===== config.mk =====
export PLATFORM = sky130hd
export DESIGN_NAME = llr_soft_gate
export DESIGN_NICKNAME = d
export VERILOG_FILES = /design/src/rtl/llr_gate_pkg.sv /design/src/rtl/llr_abs_sat.sv /design/src/rtl/llr_minmax.sv /design/src/rtl/llr_gate_core.sv /design/src/rtl/llr_soft_gate.sv
export SDC_FILE = /design/constraint.sdc
export NUM_CORES = 1
export LEC_CHECK = 0
export BUFFER_PORTS_ARGS = -buffer_cell sky130_fd_sc_hd__clkbuf_2
export CAP_MARGIN = 20
export CORE_UTILIZATION = 56
export DETAILED_ROUTE_END_ITERATION = 16
export PLACE_DENSITY = 0.78
export SLEW_MARGIN = 0
export SYNTH_ARGS = -nofsm -noshare
export SYNTH_HDL_FRONTEND = slang
export SYNTH_SLANG_ARGS = --single-unit

===== constraint.sdc =====
create_clock -name clk -period 16 [get_ports clk]
set_input_delay 4 -clock clk [delete_from_list [all_inputs] [get_ports clk]]
set_output_delay 4 -clock clk [all_outputs]
set_load 0.01 [all_outputs]

===== src/rtl/llr_gate_pkg.sv =====
package llr_gate_pkg;
   typedef enum logic [1:0] {
      GATE_NOT = 2'b00,
      GATE_AND = 2'b01,
      GATE_OR  = 2'b10,
      GATE_XOR = 2'b11
   } gate_op_e;
endpackage


===== src/rtl/llr_abs_sat.sv =====
module llr_abs_sat #(
   parameter int W = 8
) (
   input  logic signed [W-1:0] x,
   output logic signed [W-1:0] mag,
   output logic signed [W-1:0] neg,
   output logic                clipped
);
   localparam logic signed [W-1:0] MOST_NEG = {1'b1, {(W-1){1'b0}}};
   localparam logic signed [W-1:0] MOST_POS = {1'b0, {(W-1){1'b1}}};

   always_comb begin
      clipped = (x == MOST_NEG);
      neg     = clipped ? MOST_POS : -x;
      mag     = x[W-1] ? neg : x;
   end
endmodule


===== src/rtl/llr_minmax.sv =====
module llr_minmax #(
   parameter int W = 8
) (
   input  logic signed [W-1:0] p,
   input  logic signed [W-1:0] q,
   output logic signed [W-1:0] lo,
   output logic signed [W-1:0] hi
);
   logic p_less;
   always_comb begin
      p_less = (p < q);
      lo     = p_less ? p : q;
      hi     = p_less ? q : p;
   end
endmodule


===== src/rtl/llr_gate_core.sv =====
module llr_gate_core
   import llr_gate_pkg::*;
#(
   parameter int W = 8
) (
   input  gate_op_e            op,
   input  logic signed [W-1:0] a,
   input  logic signed [W-1:0] b,
   output logic signed [W-1:0] y,
   output logic                hard,
   output logic                sat
);
   logic signed [W-1:0] mag_a, mag_b, neg_a, neg_b;
   logic                clip_a, clip_b;
   logic signed [W-1:0] lo_ab, hi_ab, lo_mag, hi_mag;
   logic                flip;

   llr_abs_sat #(.W(W)) u_abs_a (.x(a), .mag(mag_a), .neg(neg_a), .clipped(clip_a));
   llr_abs_sat #(.W(W)) u_abs_b (.x(b), .mag(mag_b), .neg(neg_b), .clipped(clip_b));
   llr_minmax  #(.W(W)) u_cmp_val (.p(a), .q(b), .lo(lo_ab), .hi(hi_ab));
   llr_minmax  #(.W(W)) u_cmp_mag (.p(mag_a), .q(mag_b), .lo(lo_mag), .hi(hi_mag));

   always_comb begin
      flip = a[W-1] ^ b[W-1];
      y    = '0;
      sat  = 1'b0;
      unique case (op)
         GATE_NOT: begin
            y   = neg_a;
            sat = clip_a;
         end
         GATE_AND: y = hi_ab;
         GATE_OR:  y = lo_ab;
         GATE_XOR: begin
            y   = flip ? -lo_mag : lo_mag;
            sat = clip_a | clip_b;
         end
         default: y = '0;
      endcase
      hard = (y < 0);
   end
endmodule


===== src/rtl/llr_soft_gate.sv =====
module llr_soft_gate
   import llr_gate_pkg::*;
#(
   parameter int W = 8
) (
   input  logic         clk,
   input  logic         rst,
   input  logic         in_valid,
   input  logic [1:0]   op,
   input  logic [W-1:0] llr_a,
   input  logic [W-1:0] llr_b,
   output logic         out_valid,
   output logic [W-1:0] llr_y,
   output logic         hard_y,
   output logic         sat_y
);
   generate
      if (W < 2) begin : g_bad_width
         $error("llr_soft_gate: W must be at least 2");
      end
   endgenerate

   logic signed [W-1:0] core_y;
   logic                core_hard, core_sat;

   llr_gate_core #(.W(W)) u_core (
      .op   (gate_op_e'(op)),
      .a    ($signed(llr_a)),
      .b    ($signed(llr_b)),
      .y    (core_y),
      .hard (core_hard),
      .sat  (core_sat)
   );

   always_ff @(posedge clk) begin
      if (rst) begin
         out_valid <= 1'b0;
         llr_y     <= '0;
         hard_y    <= 1'b0;
         sat_y     <= 1'b0;
      end else begin
         out_valid <= in_valid;
         if (in_valid) begin
            llr_y  <= core_y;
            hard_y <= core_hard;
            sat_y  <= core_sat;
         end
      end
   end
endmodule


==> impl_metrics.csv, run 1 <==
group,metric,value,unit
floorplanning,start_util,0.591,
power_and_ir_drop,netSwitchingFraction,0.427,
power_and_ir_drop,clkPwrFrac,0.192,
floorplanning,rows,21,
global_route,use_met2,0.524,
worst_setup_path,cp_data_arrival_time,8740,ps
worst_setup_path,r2r-start,"llr_y[7]",
synthesis,syn-instance-count,277,
placement,dp_hpwl,4500,um
global_route,grt_pass1_wl,8680,um
timing,finalMaxSlewViolations,0,
detailed_routing,vias_per_cell,6.45,
detailed_routing,via_count,2214,
global_route,antenna_found_initial,0,
synthesis,synthTopCellsByArea,"ha_1, dfxtp_1, o21ai_0",
timing,fin_tns_setup,0,ps
detailed_routing,drt_pass1_iterations,5,
synthesis,synth.largest_area_cell,"ha_1",
floorplanning,die_h,61.8,um
worst_setup_path,crit_slowest_cell,"nor4b_1",
timing,tightest_slew,801,ps
hold_path,whs_endpoint,"llr_y[1]",
worst_setup_path,start_kind,"input pin",
timing,rsz0062_at_grt,"no",
power_and_ir_drop,p_int,68.8,uW
global_route,overflow,0,
floorplanning,fp.coreArea,3390,sq um
detailed_routing,wl,5550,um
power_and_ir_drop,ir_drop,0.0278,mV
synthesis,yosysTopAreaCellShare,0.125,
clock_tree,cts_buffers,3,
hold_path,hold_path_depth,2,
clock_tree,cts_tree,"yes",
floorplanning,die_area,3820,sq um
timing,whs,459,ps
detailed_routing,drc_errors,0,
timing,skew,0,ps
worst_setup_path,path_max_fanout,10,
synthesis,synthArstFlopShare,0,
clock_tree,insertion_delay,270,ps
timing,period_share,0.536,
timing,slew_headroom,0.458,
worst_setup_path,slowest_delay,680,ps
hold_path,hold_class,"reg -> reg",
worst_setup_path,r2r_end,"llr_y[7]",
power_and_ir_drop,power.share.sequential,0.237,
worst_setup_path,path_class,"in -> reg",
timing,fmax,117,MHz
global_route,met3_usage,0.0559,
clock_tree,cts_max_path_buffers,2,
power_and_ir_drop,p_switching,51.3,uW
global_route,first_global_vias,1906,
clock_tree,cts_resized,0,
clock_tree,cts_hold_buffers,0,
flow_run,cap_violations,0,
global_route,use_met1,0.381,
floorplanning,ios,32,
global_route,grt_use_total,0.310,
timing,finalSetupViolCount,0,
synthesis,synth_edf_count,0,
placement,io_buffers,31,
power_and_ir_drop,finalPower,120,uW
finish,finalCoreUtilization,0.639,
worst_setup_path,cp_data_required_time,16160,ps
outcome,status,"finished, final reports clean",
global_route,grt_max_degree,18,
worst_setup_path,path_common_cell,"ha_1",
global_route,grt_busiest_layer,"met2",
worst_setup_path,r2r_setup_slack,14960,ps
power_and_ir_drop,power_frac_comb,0.571,
synthesis,synth_seq_area_share,0.0999,
synthesis,yosys.cell_count.top_type,"nand2_1",
finish,syn_to_final_growth,8.06,%
synthesis,ys_warn_count,0,
clock_tree,cts_setup_buffers,0,
synthesis,avgSynthCellArea,7.23,sq um
finish,drive_above_1_share,0.189,
hold_path,min-delay-start,"llr_y[1]",
synthesis,syn_nets,318,
worst_setup_path,end_kind,"flop",
clock_tree,path_clk_slew,70,ps
power_and_ir_drop,power.density,55.5,nW/um^2
synthesis,synth_seq_cells,10,
floorplanning,die-width,61.8,um
synthesis,ys_top_cells_by_count,"nand2_1, nor2_1, inv_1",
timing,hold_viol,0,
clock_tree,root_buffer,"clkbuf_4",
timing,finalCriticalPeriod,8580,ps
detailed_routing,first_iter_violations,127,
synthesis,synthDistinctLibCells,66,
finish,fillCellCount,321,
worst_setup_path,path_cells,"clkbuf_2 -> inv_1 -> ha_1 -> nor4b_1 -> a21boi_1 -> o31ai_1 -> inv_1 -> ha_1 -> nand2_1 -> o32ai_2 -> a31o_1 -> mux2_2 -> ha_1 -> nor3b_1 -> a211oi_1 -> xnor2_1 -> a32oi_1 -> a21oi_1",
detailed_routing,ant_nets,0,
synthesis,synth_flop_cell,"dfxtp_1",
synthesis,syn-cell-area,2000,sq um
worst_setup_path,r2r_cells,3,
clock_tree,htree_levels,1,
power_and_ir_drop,power.leakage,0.000932,uW
finish,final_nets,339,
clock_tree,cts.sinks,10,
finish,antenna_cells,0,
placement,gp_congestion,0.958,
detailed_routing,wl_per_cell,16.2,um
## cell usage in the layout, fill, tap and decap left out, types with 5 or more instances in the layout
cell / count
clkbuf_2: 31
nor3_1: 9
o21ai_0: 21
inv_1: 22
mux2i_1: 8
nand2_1: 24
ha_1: 20
dfxtp_1: 10
mux2_2: 5
a21oi_1: 16
a31oi_1: 7
or3b_2: 5
nor2_1: 23
## logic make-up after synthesis
logic type | synth area share
adder cells (fa/ha/maj) | 0.125
flip-flops | 0.0999
AND/OR/NAND/NOR | 0.280
multiplexers | 0.0887
XOR/XNOR | 0.0219
buffers and inverters | 0.0868
AO/OA/AOI/OAI | 0.297
## how the worst max path moves through the flow
| stage | from | endpoint | slack [ps] | cells after the start |
|---|---|---|---|---|
| global placement | llr_b[0] | llr_y[4] | 7220 | 18 |
| global route | llr_b[0] | llr_y[4] | 7010 | 18 |
| floorplan | llr_b[1] | llr_y[4] | 8050 | 20 |
| detailed placement | llr_b[0] | llr_y[4] | 7220 | 18 |
| CTS | llr_b[0] | llr_y[4] | 7510 | 18 |
| finish | llr_b[0] | llr_y[4] | 7420 | 18 |
## sequential cells by signal, indices dropped and copies added (netlist names)
register	flops
llr_y	8
sat_y	1
out_valid	1
## per-stage QoR
stage / cell area, sq um / setup slack (ps) / std cells
CTS: 2160 / 7510 / 343
global route: 2160 / 7010 / 343
finish: 2160 / 7420 / 343
detailed placement: 2130 / 7220 / 339
global placement: 2130 / 7220 / 339
floorplan: 2000 / 8050 / 277
## power by group through the flow
stage	clock (uW)	combinational, uW	sequential, uW
finish	23.0	68.6	28.5
global route	24.4	75.7	28.8
CTS	23.6	67.5	28.5
detailed placement	0	67.2	29.1
global placement	0	66.4	29.0
floorplan	0	49.8	30.0
## final cells by class
cell class,count,area [sq um],share of cell area
Clock buffer,4,36.3,0.0168
Inverter,23,86.3,0.0399
Multi-Input combinational cell,229,1630,0.753
Sequential cell,10,200,0.0925
Tap cell,46,57.6,0.0266
Timing Repair Buffer,31,155,0.0717
## critical path: cells and delay by family
family / cells / cell delay [ps]
compound gates: 7 / 2200
simple gates: 3 / 910
fa+ha+maj: 3 / 770
mux: 1 / 400
buf+inv: 3 / 340
xor+xnor: 1 / 120
## layer usage
layer,routed length (um),vias up
li1,-,1089
met1,2460,1014
met2,2550,95
met3,338,16
met4,206,0
met5,0,-
Power figures use the tool's default switching activity.
==> run 2, diff against run 1 <==
--- a/config.mk
+++ b/config.mk
@@ -5,6 +5,7 @@
 export SDC_FILE = /design/constraint.sdc
 export NUM_CORES = 1
 export LEC_CHECK = 0
+export ABC_AREA = 1
 export BUFFER_PORTS_ARGS = -buffer_cell sky130_fd_sc_hd__clkbuf_2
 export CAP_MARGIN = 20
 export CORE_UTILIZATION = 56
==> constraint.sdc (replaced) <==
create_clock -name clk -period 8.9 [get_ports clk]
set_input_delay 2.225 -clock clk [delete_from_list [all_inputs] [get_ports clk]]
set_output_delay 2.225 -clock clk [all_outputs]
set_load 0.01 [all_outputs]
==> impl_metrics.csv, run 2 <==
group,metric,value,unit
synthesis,ys_top_cells_by_count,"nand2_1, inv_1, a21oi_1",
floorplanning,start_util,0.602,
clock_tree,cts_resized,0,
floorplanning,die_area,3920,sq um
detailed_routing,wl_per_cell,13.4,um
worst_setup_path,path_max_fanout,12,
clock_tree,cts_tree,"yes",
clock_tree,root_buffer,"clkbuf_4",
detailed_routing,via_count,2310,
floorplanning,die_h,62.6,um
synthesis,synthDistinctLibCells,37,
clock_tree,cts_setup_buffers,0,
timing,period_share,0.618,
detailed_routing,wl_met2,2450,um
floorplanning,rows,21,
detailed_routing,drc_errors,0,
finish,fin_cells,415,
clock_tree,cts_max_path_buffers,2,
global_route,grt_max_degree,23,
worst_setup_path,cp_num_buf_inv,3,
synthesis,avgSynthCellArea,5.95,sq um
synthesis,synthArstFlopShare,0,
timing,skew,0,ps
worst_setup_path,path_class,"in -> reg",
flow_run,cap_violations,0,
detailed_routing,wl,5560,um
worst_setup_path,cp_data_required_time,9060,ps
synthesis,synth_seq_cells,10,
synthesis,synth_seq_area_share,0.0973,
detailed_routing,m1WireLength,2610,um
placement,pre_cts_slack,3150,ps
clock_tree,htree_levels,1,
finish,final_cell_mix,"nand2_1, inv_1, clkbuf_2, a21oi_1, nand3_1",
placement,dp_hpwl,4550,um
outcome,status,"finished, final reports clean",
detailed_routing,highest_layer,"met4",
global_route,grt_use_total,0.295,
detailed_routing,first_iter_violations,161,
timing,finalMaxSlewViolations,0,
timing,hold_viol,0,
worst_setup_path,path_cells,"clkbuf_2 -> inv_1 -> ha_1 -> nand2_2 -> nor2_4 -> nand2_2 -> inv_1 -> a21oi_1 -> o21ai_0 -> nand2_1 -> o21ai_0 -> ha_1 -> a21o_1 -> a2111oi_2 -> nand2_4 -> nand2_8 -> nand2_2 -> nand2_4 -> ha_1 -> o211ai_1 -> o2111ai_1 -> nand3_1 -> a21oi_1",
global_route,overflow,0,
timing,fmax,182,MHz
power_and_ir_drop,power.leakage,0.00121,uW
finish,largest_reg_flops,8,
timing,finalCriticalPeriod,5500,ps
finish,final_nets,412,
worst_setup_path,start_kind,"input pin",
timing,tightest_slew,579,ps
hold_path,hold_class,"reg -> reg",
finish,layout_commonest_cell,"nand2_1",
detailed_routing,dr_wl_met3,395,um
timing,slew_headroom,0.613,
floorplanning,die-width,62.6,um
global_route,first_global_vias,2046,
synthesis,synth_edf_count,0,
worst_setup_path,slowest_delay,400,ps
synthesis,syn_nets,387,
detailed_routing,ant_nets,0,
finish,syn_to_final_growth,8.45,%
worst_setup_path,crit_slowest_cell,"a2111oi_2",
synthesis,synth_flop_cell,"dfxtp_1",
clock_tree,cts.sinks,10,
finish,antenna_cells,0,
synthesis,ys_warn_count,0,
floorplanning,fp.coreArea,3420,sq um
timing,finalSetupViolCount,0,
worst_setup_path,cp_top_family,"compound AO/OA/AOI/OAI gates",
timing,setup_slack,3400,ps
synthesis,syn-instance-count,346,
synthesis,synth.largest_area_cell,"nand2_1",
global_route,grt_pass1_wl,9350,um
finish,reg.largest.list,"llr_y: 8 flops, out_valid: 1 flops, sat_y: 1 flops",
timing,rsz0062_at_grt,"no",
placement,gp_congestion,0.999,
finish,top_register,"llr_y",
global_route,antenna_found_initial,0,
worst_setup_path,cp_data_arrival_time,5660,ps
placement,place_inst,412,
clock_tree,cts_buffers,3,
worst_setup_path,end_kind,"flop",
synthesis,yosys.cell_count.top_type,"nand2_1",
synthesis,yosysTopAreaCellShare,0.144,
timing,fin_tns_setup,0,ps
clock_tree,insertion_delay,270,ps
synthesis,syn-cell-area,2060,sq um
floorplanning,ios,32,
clock_tree,path_clk_slew,70,ps
detailed_routing,vias_per_cell,5.57,
power_and_ir_drop,ir_drop,0.0501,mV
placement,io_buffers,31,
synthesis,synthTopCellsByArea,"nand2_1, ha_1, dfxtp_1",
finish,drive_above_1_share,0.217,
power_and_ir_drop,power.density,98.7,nW/um^2
detailed_routing,drt_pass1_iterations,5,
clock_tree,cts_hold_buffers,0,
-- run 2: cell count changes after synthesis, sizes merged, moves of 4 or more --
cell | previous run | this run
mux2i | 8 | 0
a31oi | 7 | 0
nand3 | 5 | 30
nand4 | 1 | 5
a22oi | 4 | 0
mux2 | 6 | 0
inv | 22 | 53
nand2 | 24 | 99
nor2b | 4 | 0
o21ai | 23 | 30
a21oi | 16 | 33
nor2 | 23 | 28
or3b | 6 | 0
-- run 2: metal layers --
metal | track usage | vias up
met4 | 0.0669 | 0
met5 | 0 | -
met2 | 0.474 | 105
met1 | 0.415 | 998
met3 | 0.0365 | 15
li1 | - | 1192
-- run 2: kinds of logic (layout without fill, tap and decap cells) --
family                   count (synthesis)  count (layout)  share of synthesized area
buffers and inverters                   64              87                      0.129
flip-flops                              10              10                     0.0973
XOR/XNOR                                 1               1                    0.00426
AO/OA/AOI/OAI                           77              77                      0.217
adder cells (fa/ha/maj)                 20              20                      0.122
AND/OR/NAND/NOR                        174             174                      0.431
-- run 2: stage by stage --
step	instance area, sq um	hold WS, ps	util	power, uW
after floorplan	2060	490	-	154
after global placement	2210	453	0.647	185
after detailed placement	2210	455	0.647	186
after CTS	2230	469	0.653	218
after global routing	2230	492	0.653	239
final	2230	467	0.653	220
-- run 2: area by class of cell --
| class | count | area (sq um) |
|---|---|---|
| tap | 46 | 57.6 |
| fill | 335 | 1180 |
| multi-input combinational | 272 | 1590 |
| inverter | 53 | 204 |
| sequential | 10 | 200 |
| clock buffer | 3 | 22.5 |
| timing repair buffer | 31 | 155 |
-- run 2: worst paths after layout --
check	start	endpoint	slack (ps)	cells past startpoint
setup / recovery	llr_a[1]	llr_y[1]	3400	23
hold / removal	llr_y[4]	llr_y[4]	470	2
hold reg to reg	llr_y[4]	llr_y[4]	470	2
setup reg to reg	llr_y[1]	llr_y[1]	8290	2
-- run 2: power breakdown --
group	switching (uW)	internal (uW)
Combinational	92.1	46.4
Sequential	1.58	48.0
Clock	16.3	15.6
-- run 2: worst register-to-register path: cells and delay by family, from the launching register on --
kind               cells  cell delay [ps]
DFF                    1              340
and+or+nand+nor        1               60
AOI/OAI and AO/OA      1              140
